### src/rtl/ms_period_timer.sv
module ms_period_timer #(
  parameter int CLK_HZ = 50_000_000,
  parameter int ADDR_W = 8,
  parameter int DATA_W = 32,
  parameter int CNT_W  = 16,
  parameter logic [ADDR_W-1:0] STAT_ADDR = 8'h08,
  parameter logic [ADDR_W-1:0] CNT_ADDR  = 8'h34,
  parameter logic [ADDR_W-1:0] PER_ADDR  = 8'h38
) (
  input  logic              clk,
  input  logic              rst_n,
  input  logic              wr_en,
  input  logic [ADDR_W-1:0] addr,
  input  logic [DATA_W-1:0] wdata,
  output logic [DATA_W-1:0] rdata,
  output logic              irq
);
  localparam int DIV   = (CLK_HZ / 1000 > 1) ? CLK_HZ / 1000 : 1;
  localparam int PRE_W = $clog2(DIV + 1);
  localparam int CE_B  = 15;
  localparam int IE_B  = 14;
  localparam int FL_B  = 13;

  logic [PRE_W-1:0] pre;
  logic [CNT_W-1:0] cnt, period;
  logic             cnt_en, irq_en, flag;

  wire wr_stat = wr_en && addr == STAT_ADDR;
  wire wr_cnt  = wr_en && addr == CNT_ADDR;
  wire wr_per  = wr_en && addr == PER_ADDR;

  wire             tick    = cnt_en && pre == PRE_W'(DIV - 1);
  wire [CNT_W-1:0] cnt_inc = cnt + 1'b1;
  wire             match   = tick && period != '0 && cnt_inc == period;

  always_ff @(posedge clk or negedge rst_n)
    if (!rst_n)                       pre <= '0;
    else if (wr_cnt || !cnt_en || tick) pre <= '0;
    else                              pre <= pre + 1'b1;

  always_ff @(posedge clk or negedge rst_n)
    if (!rst_n)      cnt <= '0;
    else if (wr_cnt) cnt <= wdata[CNT_W-1:0];
    else if (match)  cnt <= '0;
    else if (tick)   cnt <= cnt_inc;

  always_ff @(posedge clk or negedge rst_n)
    if (!rst_n)      period <= '0;
    else if (wr_per) period <= wdata[CNT_W-1:0];

  always_ff @(posedge clk or negedge rst_n)
    if (!rst_n) begin
      cnt_en <= 1'b0;
      irq_en <= 1'b0;
    end else if (wr_stat) begin
      cnt_en <= wdata[CE_B];
      irq_en <= wdata[IE_B];
    end

  always_ff @(posedge clk or negedge rst_n)
    if (!rst_n)                      flag <= 1'b0;
    else if (match)                  flag <= 1'b1;
    else if (wr_stat && wdata[FL_B]) flag <= 1'b0;

  always_comb begin
    rdata = '0;
    if (addr == STAT_ADDR) begin
      rdata[CE_B] = cnt_en;
      rdata[IE_B] = irq_en;
      rdata[FL_B] = flag;
    end else if (addr == CNT_ADDR) rdata[CNT_W-1:0] = cnt;
    else if (addr == PER_ADDR)     rdata[CNT_W-1:0] = period;
  end

  assign irq = flag & irq_en;

  p_hold_r9: assert property (@(posedge clk) disable iff (!rst_n)
    (!cnt_en && !wr_cnt) |=> $stable(cnt));

  p_zero_period_r5: assert property (@(posedge clk) disable iff (!rst_n)
    (period == '0) |=> !$rose(flag));

  p_wrap_to_zero_r4: assert property (@(posedge clk) disable iff (!rst_n)
    ($rose(flag) && !$past(wr_cnt)) |-> cnt == '0);

  p_w1c_only_r7: assert property (@(posedge clk) disable iff (!rst_n)
    $fell(flag) |-> $past(wr_stat && wdata[FL_B]));
endmodule

### config.mk
export PLATFORM = sky130hd
export DESIGN_NAME = ms_period_timer
export DESIGN_NICKNAME = d
export VERILOG_FILES = /design/src/rtl/ms_period_timer.sv
export SDC_FILE = /design/constraint.sdc
export NUM_CORES = 1
export LEC_CHECK = 0
export BUFFER_PORTS_ARGS = -buffer_cell sky130_fd_sc_hd__buf_2
export CAP_MARGIN = 15
export CORE_MARGIN = 2
export CORE_UTILIZATION = 59
export DETAILED_ROUTE_END_ITERATION = 8
export PLACE_DENSITY_LB_ADDON = 0.3
export SLEW_MARGIN = 15
export SYNTH_ARGS = -nofsm -noshare
export SYNTH_HDL_FRONTEND = slang
export SYNTH_SLANG_ARGS = --single-unit
### constraint.sdc
create_clock -name clk -period 8 [get_ports clk]
set_input_delay 0.8 -clock clk [delete_from_list [all_inputs] [get_ports clk]]
set_output_delay 0.8 -clock clk [all_outputs]
set_load 0.01 [all_outputs]
Yosys cells after proc, flatten, opt, wreduce, memory -nomap -nowiden
Index checks and enable logic that the tools add are counted.

Register bits after elaboration: 51. Logic and storage cells: 37. Bits of input ports: 43. Output and inout port bits: 33.

Multiplexer cells: 10. Bitwise logic cells: 1. Equality and inequality tests: 5. Add/sub/neg operators: 2. Reductions and logical operators: 13.

Operator list (count): two-way mux 16 bit (6); adder 16 x 1 -> 16 bit (second input constant) (2); equality test 16 bit (1); equality test 16 bit (second input constant) (1); equality test 8 x 6 -> 1 bit (second input constant) (2); nonzero test 16 bit (1); two-way mux 13 bit (1); equality test 8 x 4 -> 1 bit (second input constant) (1); logical AND 1 bit (7); two-way mux 3 bit (1); nonzero test 3 bit (1); logical OR 1 bit (2); two-way mux 1 bit (2); nonzero test 2 bit (1); AND 1 bit (1); logical NOT 1 bit (1).

Depth between registers and ports, before layout
Gate-level depths: netlist of the first run.

Depth after elaboration: 6. Mapped depth: 11. Mapped depth without buffers: 9.

Worst setup path after synthesis of the first run
No wires, ideal clock.

Kind: input to output. Start point: input addr[7]. End point: output rdata[10]. Slack: 5.154 ns. Arrival time: 2.046 ns. Required time: 7.200 ns. Buffers on the path: 2. Stages: 6. Cells stage by stage: nor2_1 > nand3_1 > nor4bb_1 > clkbuf_1 > buf_1 > a22o_1.

Cells in the longest elaborated chain, start to end: 4. Elaborated cells between the ends (all ways): 6. Those cells by class: 3 x eq/ne; 3 x mux.

RTL lines: start: declaration (RTL line 13) `input logic [ADDR_W-1:0] addr,`; equality test 8 x 6 -> 1 bit (RTL line 72) `else if (addr == PER_ADDR) rdata[CNT_W-1:0] = period;`; two-way mux 16 bit (RTL line 72); two-way mux 16 bit (RTL line 71) `end else if (addr == CNT_ADDR) rdata[CNT_W-1:0] = cnt;`; two-way mux 13 bit * (RTL line 67) `if (addr == STAT_ADDR) begin`; end: declaration (RTL line 15) `output logic [DATA_W-1:0] rdata,`.

Every way passes the cells marked *; elsewhere a longest branch is shown, timed or not.

Worst setup path in the final report of the first run
Start point: register cnt[0]. End point: register cnt[15].

Cells in the longest elaborated chain, start to end: 5. Elaborated cells between the ends (all ways): 7. Those cells by class: 1 x add/sub; 1 x eq/ne; 3 x mux; 2 x reduce/logical.

RTL lines: start: declaration (RTL line 25) `logic [CNT_W-1:0] cnt, period;`; start signal: assignment (RTL line 43) `else if (wr_cnt) cnt <= wdata[CNT_W-1:0];`; start signal: assignment (RTL line 45) `else if (tick) cnt <= cnt_inc;`; adder 16 x 1 -> 16 bit * (RTL line 33) `wire [CNT_W-1:0] cnt_inc = cnt + 1'b1;`; equality test 16 bit (RTL line 34) `wire match = tick && period != '0 && cnt_inc == period;`; logical AND 1 bit (RTL line 34); two-way mux 16 bit (RTL line 44) `else if (match) cnt <= '0;`; two-way mux 16 bit (RTL line 43).

Every way passes the cells marked *; elsewhere a longest branch is shown, timed or not. The select of a mux whose other input is x is not followed. A chain may end at the register's enable or synchronous reset.

==> results.rst, run 1 <==
.. list-table::
   :header-rows: 1

   * - Metric
     - Value
   * - Worst EP required
     - 8.14 ns
   * - Power per cell area
     - 131 nW/um^2
   * - Root buffer cell
     - sky130_fd_sc_hd__clkbuf_8
   * - Commonest cells in the netlist
     - 51 x sky130_fd_sc_hd__dfrtp_1, 47 x sky130_fd_sc_hd__nand2_1, 35 x sky130_fd_sc_hd__nor2_1
   * - Worst Hold Margin
     - 0.478 ns
   * - Buffer count from post-CTS setup fixing
     - 0
   * - Die outline width
     - 81.2 um
   * - Synthesized area per cell
     - 9.08 um^2
   * - Core occupancy in the finished layout
     - 64.1%
   * - Area of the core
     - 5850 um^2
   * - Detailed-route DRC error count
     - 0
   * - Comb power frac
     - 12.0%
   * - Initial standard-cell utilization of the core
     - 60.1%
   * - Total cell area at the placement stage
     - 3660 um^2
   * - Wire length of the first global-routing pass
     - 12900 um
   * - Critical path type
     - register to register
   * - Hold violation total from the final report
     - 0
   * - Clock sink count
     - 51
   * - Sequential share of power
     - 55.7%
   * - Shortest clock period the worst path allows after layout
     - 3.26 ns
   * - Yosys Warn Count
     - 0
   * - Quantity of hold-fixing buffers added after cts
     - 0
   * - Weighted congestion at the end of routability-driven global placement
     - 0.905
   * - Total non-filler cell area in the finished layout
     - 3750 um^2
   * - Source-to-sink clock delay at the later pin of the worst-skew pair
     - 0.31 ns
   * - Largest net degree at the start of global routing
     - 52
   * - Max-cap viol count
     - 0
   * - Post-synth top flop
     - sky130_fd_sc_hd__dfrtp_1
   * - Worst-path clk slew
     - 0.09 ns
   * - Number of I/O pins
     - 76
   * - Final setup skew
     - 0.0123 ns
   * - Dominant cell type by area after synthesis
     - sky130_fd_sc_hd__dfrtp_1
   * - Async set or reset register ratio after synthesis
     - 100%
   * - CTS Buffer Depth
     - 2
   * - Share of the synthesized area in the top cell type
     - 36.3%
   * - Gr usage total
     - 25.1%
   * - Post-Syn Area
     - 3510 um^2
   * - Number of cell instances on the worst register-to-register path
     - 9
   * - Number of distinct library cells after synthesis
     - 55
   * - Storage element area
     - 1280 um^2
   * - CP endpoint kind
     - register
   * - Antenna Nets Post-Route
     - 0
   * - Routed wire length
     - 7940 um
   * - Crit Path Max Fanout
     - 14
   * - Layout Cells excl Fill
     - 488
   * - Average detailed-routed wire length per instance
     - 16.3 um
   * - Setup repair after global routing missed its margin
     - no
   * - Cell types with the largest area share after synthesis
     - sky130_fd_sc_hd__dfrtp_1 36%, sky130_fd_sc_hd__mux2_2 6.4%, sky130_fd_sc_hd__nand2_1 5.0%
   * - Depth of the CTS H-tree
     - 2
   * - Synthesized netlist cell count
     - 387
   * - F_max
     - 0.307 GHz
   * - Vias after detailed routing
     - 2955
   * - Vias per std cell
     - 6.06
   * - Crit path launch type
     - register
   * - Post-route setup slack
     - 4.74 ns
   * - Height of the chip
     - 81.2 um
   * - Violation count after the first detailed-route iteration
     - 187
   * - Pint
     - 0.358 mW
   * - Sw frac
     - 27.0%
   * - Part of the total power dissipated in the clock network
     - 32.3%
   * - Count of antenna diodes in the layout
     - 0
   * - Tcrit/Tclk final
     - 40.7%
   * - Maximum VDD drop
     - 0.0930 mV
   * - Number of slew-limit violations in the final report
     - 0
   * - Fraction of final layout cells with drive strength greater than 1
     - 22.0%
   * - Multi-input gate area
     - 2030 um^2
   * - Setup TNS Final
     - 0 ns
   * - Total of endpoints with negative setup slack in the final report
     - 0
   * - Overall die area
     - 6590 um^2
   * - Hold path cells
     - 1
   * - Vias in the first global route
     - 2636
   * - Final Power
     - 0.491 mW
   * - Flip-flop and latch count after synthesis
     - 51
   * - TritonCTS clock tree
     - built
   * - Most repeated cell in the gate-level netlist after synthesis
     - sky130_fd_sc_hd__dfrtp_1
   * - Total clock buffers created by CTS
     - 5
   * - Class of the worst hold path
     - register to register
   * - Worst Max-Slew Pin Slew
     - 1.04 ns
   * - Std cell rows
     - 28
   * - Sequential fraction of the synthesis area
     - 36.3%
   * - Run status
     - completed
   * - Placed cell count
     - 481
   * - DR pass1 iterations
     - 4
   * - Syn-to-layout area delta
     - 6.69%
   * - DP Wirelength
     - 5520 um
   * - Placement-stage worst setup slack
     - 4.55 ns
   * - Remaining global-route overflow
     - 0
   * - Resized cells post-CTS
     - 0
   * - Buffers on Ports
     - 43
   * - Crit path arrival time
     - 3.40 ns
   * - # nets final
     - 458
   * - Number of enable-type register cells in the synthesized netlist
     - 0
   * - LEAKAGE
     - 1.76 nW
   * - Slew Limit Headroom
     - 30.8%
   * - Initial antenna violation count
     - 0
   * - Net Sw Power
     - 0.132 mW
   * - Layout filler cell count
     - 525
-- placed cells by master (no fill, tap or decap), types with 7 or more instances in the layout --
cell type and count:
sky130_fd_sc_hd__dfrtp_1 51, sky130_fd_sc_hd__nand2_1 47, sky130_fd_sc_hd__buf_2 43, sky130_fd_sc_hd__nor2_1 35, sky130_fd_sc_hd__nand3_1 21, sky130_fd_sc_hd__mux2_2 20
sky130_fd_sc_hd__xor2_1 19, sky130_fd_sc_hd__conb_1 16, sky130_fd_sc_hd__a22o_1 13, sky130_fd_sc_hd__xnor2_1 13, sky130_fd_sc_hd__or3_1 11, sky130_fd_sc_hd__o22a_1 9
sky130_fd_sc_hd__nor4_1 8, sky130_fd_sc_hd__a21oi_2 8, sky130_fd_sc_hd__and3_1 7, sky130_fd_sc_hd__a21oi_1 7, sky130_fd_sc_hd__a31oi_1 7
-- sequential cells by signal (all words and copies together), names as in the netlist --
register and flops:
cnt 16, cnt_en 1, flag 1, irq_en 1
period 16, pre 16
-- power groups by stage --
stage                     Sequential [mW]  Combinational (mW)  Clock, mW
after detailed placement            0.278              0.0586          0
after floorplan                     0.274              0.0458          0
after CTS                           0.273              0.0590      0.161
final                               0.273              0.0590      0.159
after global routing                0.274              0.0664      0.173
after global placement              0.278              0.0570          0
-- critical path, stage by stage (launching register included) --
cell	delay [ns]
sky130_fd_sc_hd__dfrtp_1	0.48
sky130_fd_sc_hd__ha_1	0.30
sky130_fd_sc_hd__nand3_1	0.21
sky130_fd_sc_hd__or4b_1	0.65
sky130_fd_sc_hd__xnor2_2	0.20
sky130_fd_sc_hd__o2111ai_2	0.14
sky130_fd_sc_hd__nor4b_4	0.42
sky130_fd_sc_hd__and2_4	0.36
sky130_fd_sc_hd__a2bb2oi_1	0.21
sky130_fd_sc_hd__a31oi_1	0.11
-- path summary, 6_finish.rpt --
check / slack (ns) / end / from
hold reg to reg: 0.48 / pre[0] / pre[0]
setup reg to reg: 4.74 / cnt[15] / cnt[0]
min in group asynchronous: 0.60 / cnt[8] / rst_n
max in group asynchronous: 6.97 / pre[9] / rst_n
hold / removal: 0.48 / pre[0] / pre[0]
setup / recovery: 4.74 / cnt[15] / cnt[0]
-- area by class of cell --
cell class / count / share of cell area (%)
inverters: 6 / 0.601
well taps: 75 / 2.50
repair buffers: 46 / 6.34
multi-input cells: 303 / 54.1
clock inverters: 1 / 0.234
flip-flops and latches: 51 / 34.0
clock buffers: 6 / 2.20
-- routing by layer --
layer / part of all wire (%) / global-route usage, % / vias up
met2: 47 / 40.5 / 117
met4: 1.3 / 6.10 / 0
met3: 6.1 / 3.89 / 12
met5: 0 / 0 / -
li1: - / - / 1411
met1: 45 / 35.6 / 1415
-- cells by family (layout without fill, tap and decap cells) --
logic type / after synthesis / in the layout / synth area share (%)
and+or+nand+nor: 165 / 165 / 24.9
AOI/OAI and AO/OA: 66 / 66 / 14.8
DFF: 51 / 51 / 36.3
buffers and inverters: 48 / 59 / 8.01
xor gates and xnor gates: 33 / 33 / 8.44
muxes: 21 / 21 / 6.69
adders and majority gates: 2 / 2 / 0.712
other: 1 / 16 / 0.107
(Power assumes the default switching activity.)
==> run 2, diff against run 1 <==
--- a/config.mk
+++ b/config.mk
@@ -8,7 +8,7 @@
 export BUFFER_PORTS_ARGS = -buffer_cell sky130_fd_sc_hd__buf_2
 export CAP_MARGIN = 15
 export CORE_MARGIN = 2
-export CORE_UTILIZATION = 59
+export CORE_UTILIZATION = 55
 export DETAILED_ROUTE_END_ITERATION = 8
 export PLACE_DENSITY_LB_ADDON = 0.3
 export SLEW_MARGIN = 15
==> constraint.sdc (replaced) <==
create_clock -name clk -period 3 [get_ports clk]
set_input_delay 0.3 -clock clk [delete_from_list [all_inputs] [get_ports clk]]
set_output_delay 0.3 -clock clk [all_outputs]
set_load 0.01 [all_outputs]
==> run 2 against run 1 <==
Net effect: clock power grew to 2.7 times the previous value; cell count up 4.5%; sequential cell count unchanged; utilization down 1.7 points; worst hold slack worse by 0.44 ns; critical endpoint is now cnt[3]; largest cell class unchanged.
==> results.rst, run 2 (synthesis gave the netlist of run 1 again) <==
.. list-table::
   :header-rows: 1

   * - Metric
     - Value
   * - Worst Max-Slew Pin Slew
     - 0.825 ns (-0.211 ns)
   * - LEAKAGE
     - 1.85 nW (+5.3%)
   * - Crit path arrival time
     - 3.04 ns (-0.36 ns)
   * - Area of the core
     - 6280 um^2 (+7.3%)
   * - Number of I/O pins
     - 76 (unchanged)
   * - Hold violation total from the final report
     - 0 (unchanged)
   * - Average detailed-routed wire length per instance
     - 16.4 um (+0.90%)
   * - Placement-stage worst setup slack
     - 0.204 ns (-4.35 ns)
   * - Vias per std cell
     - 5.97 (-1.4%)
   * - Largest net degree at the start of global routing
     - 33 (-37%)
   * - Most common library cell in the layout ignoring fill and taps
     - sky130_fd_sc_hd__dfrtp_1
   * - Source-to-sink clock delay at the later pin of the worst-skew pair
     - 0.32 ns (about the same)
   * - Top library cells by usage in the layout, fill and taps aside
     - 51 x sky130_fd_sc_hd__dfrtp_1, 47 x sky130_fd_sc_hd__nand2_1, 43 x sky130_fd_sc_hd__buf_2
   * - Depth of the CTS H-tree
     - 2 (unchanged)
   * - Worst EP required
     - 3.21 ns (-4.93 ns)
   * - Syn-to-layout area delta
     - 11.5%
   * - Run status
     - completed
   * - Final setup skew
     - 0.0114 ns (-0.000854 ns)
   * - Crit Path Max Fanout
     - 10 (-4)
   * - Maximum VDD drop
     - 0.224 mV (+140%)
   * - Root buffer cell
     - sky130_fd_sc_hd__clkbuf_8
   * - Critical path type
     - register to register
   * - TritonCTS clock tree
     - built
   * - Slew Limit Headroom
     - 44.9% (+14 points)
   * - Max-cap viol count
     - 0 (unchanged)
   * - Die outline width
     - 83.9 um (+3.4%)
   * - Wire length of the first global-routing pass
     - 13700 um (+6.4%)
   * - Total non-filler cell area in the finished layout
     - 3920 um^2 (+4.5%)
   * - Total clock buffers created by CTS
     - 5 (unchanged)
   * - F_max
     - 0.353 GHz (+15%)
   * - Total cell area at the placement stage
     - 3820 um^2 (+4.3%)
   * - Initial standard-cell utilization of the core
     - 56.0% (-4.1 points)
   * - Class of the worst hold path
     - input pin to async pin
   * - Quantity of hold-fixing buffers added after cts
     - 0 (unchanged)
   * - Antenna Nets Post-Route
     - 0 (unchanged)
   * - Shortest clock period the worst path allows after layout
     - 2.83 ns (-0.429 ns)
   * - Tcrit/Tclk final
     - 94.3% (+54 points)
   * - Count of antenna diodes in the layout
     - 0 (unchanged)
   * - Height of the chip
     - 83.9 um (+3.4%)
   * - DP Wirelength
     - 5950 um (+7.9%)
   * - Critical register-to-register path startpoint
     - cnt[9]
   * - Std cell rows
     - 29 (+3.6%)
   * - Overall die area
     - 7050 um^2 (+6.9%)
   * - Power per cell area
     - 340 nW/um^2 (+160%)
   * - Worst Hold Margin
     - 0.0361 ns (-0.442 ns)
   * - Worst-path clk slew
     - 0.11 ns (+0.02 ns)
   * - Number of slew-limit violations in the final report
     - 0 (unchanged)
   * - Flop-to-flop setup slack
     - 0.17 ns (-4.57 ns)
   * - Detailed-route DRC error count
     - 0 (unchanged)
   * - DR pass1 iterations
     - 4 (unchanged)
   * - Core occupancy in the finished layout
     - 62.4% (-1.7 points)
   * - CTS Buffer Depth
     - 2 (unchanged)
   * - Crit path launch type
     - register
   * - Met2 demand-to-capacity share in global routing
     - 37.7% (-2.8 points)
   * - CP endpoint kind
     - register
   * - # nets final
     - 477 (+4.1%)
   * - Weighted congestion at the end of routability-driven global placement
     - 0.949 (+4.9%)
   * - Highest-utilization routing layer at the global route stage
     - met2
   * - Buffers on Ports
     - 43 (unchanged)
   * - Reg-to-reg critical path endpoint
     - cnt[3]
   * - Vias in the first global route
     - 2843 (+7.9%)
   * - Layout filler cell count
     - 560 (+6.7%)
   * - Fraction of final layout cells with drive strength greater than 1
     - 25.9% (+3.8 points)
   * - Gr usage total
     - 23.8% (-1.3 points)
   * - Initial antenna violation count
     - 0 (unchanged)
   * - Met1 GRT Util
     - 34.2% (-1.4 points)
   * - Post-route setup slack
     - 0.170 ns (-4.57 ns)
   * - Remaining global-route overflow
     - 0 (unchanged)
   * - Routed wire length
     - 8380 um (+5.5%)
   * - Setup repair after global routing missed its margin
     - no
   * - Largest registers in the final layout
     - cnt: 16 flops, period: 16 flops, pre: 16 flops
   * - Clock sink count
     - 51 (unchanged)
   * - Total of endpoints with negative setup slack in the final report
     - 0 (unchanged)
   * - Number of cell instances on the worst register-to-register path
     - 9 (unchanged)
   * - Setup TNS Final
     - 0 ns (unchanged)
   * - Vias after detailed routing
     - 3045 (+3.0%)
   * - Violation count after the first detailed-route iteration
     - 217 (+16%)
   * - Met3 global-route usage
     - 3.76% (-0.13 points)
run 2: how the worst max path moves through the flow:
stage / start / to / slack (ns) / cells after the start
after global placement: pre[0] / cnt[3] / 0.26 / 10
final: cnt[9] / cnt[3] / 0.17 / 9
after CTS: pre[0] / cnt[3] / 0.17 / 10
after detailed placement: pre[0] / cnt[3] / 0.20 / 10
after floorplan: cnt[0] / cnt[8] / 0.27 / 10
after global routing: cnt[9] / cnt[3] / 0.03 / 9
run 2: timing repair:
action / 4_1_cts / 5_1_grt
setup endpoints to repair: 0 / 9
buffers inserted: 0 / 0
hold endpoints to repair: 0 / 0
resized for setup: 0 / 1
run 2: worst max-delay path, stage by stage (launching register included):
cell and delay (ns):
sky130_fd_sc_hd__dfrtp_1 0.54, sky130_fd_sc_hd__nand4_2 0.25, sky130_fd_sc_hd__or4b_1 0.62, sky130_fd_sc_hd__xnor2_2 0.21, sky130_fd_sc_hd__o2111ai_2 0.14, sky130_fd_sc_hd__nor4b_4 0.35, sky130_fd_sc_hd__and2_4 0.25, sky130_fd_sc_hd__buf_12 0.15
sky130_fd_sc_hd__a21oi_1 0.05, sky130_fd_sc_hd__o22a_1 0.17
run 2: metal layers:
layer  vias to the layer above  wire length (um)
li1                       1447                 -
met1                      1459              3910
met2                       129              3820
met3                        10               545
met4                         0               106
met5                         -                 0
run 2: layout make-up:
class	count	area (um^2)	share of cell area [%]
clock buffers	5	68.8	1.76
repair buffers	65	393	10.0
well taps	77	96.3	2.46
flip-flops and latches	51	1280	32.6
clock inverters	3	26.3	0.671
multi-input cells	303	2030	51.9
inverters	6	22.5	0.575
run 2: power breakdown:
group          switching (mW)  internal [mW]
Combinational          0.0960         0.0730
Clock                   0.265          0.172
Sequential             0.0230          0.702
Total                   0.384          0.948
run 2: through the flow:
| stage | power, mW | std cells |
|---|---|---|
| 4_1_cts | 1.34 | 510 |
| 2_1_floorplan | 0.852 | 402 |
| 6_report | 1.33 | 510 |
| 3_3_place_gp | 0.901 | 502 |
| 3_5_place_dp | 0.906 | 502 |
| 5_1_grt | 1.37 | 510 |
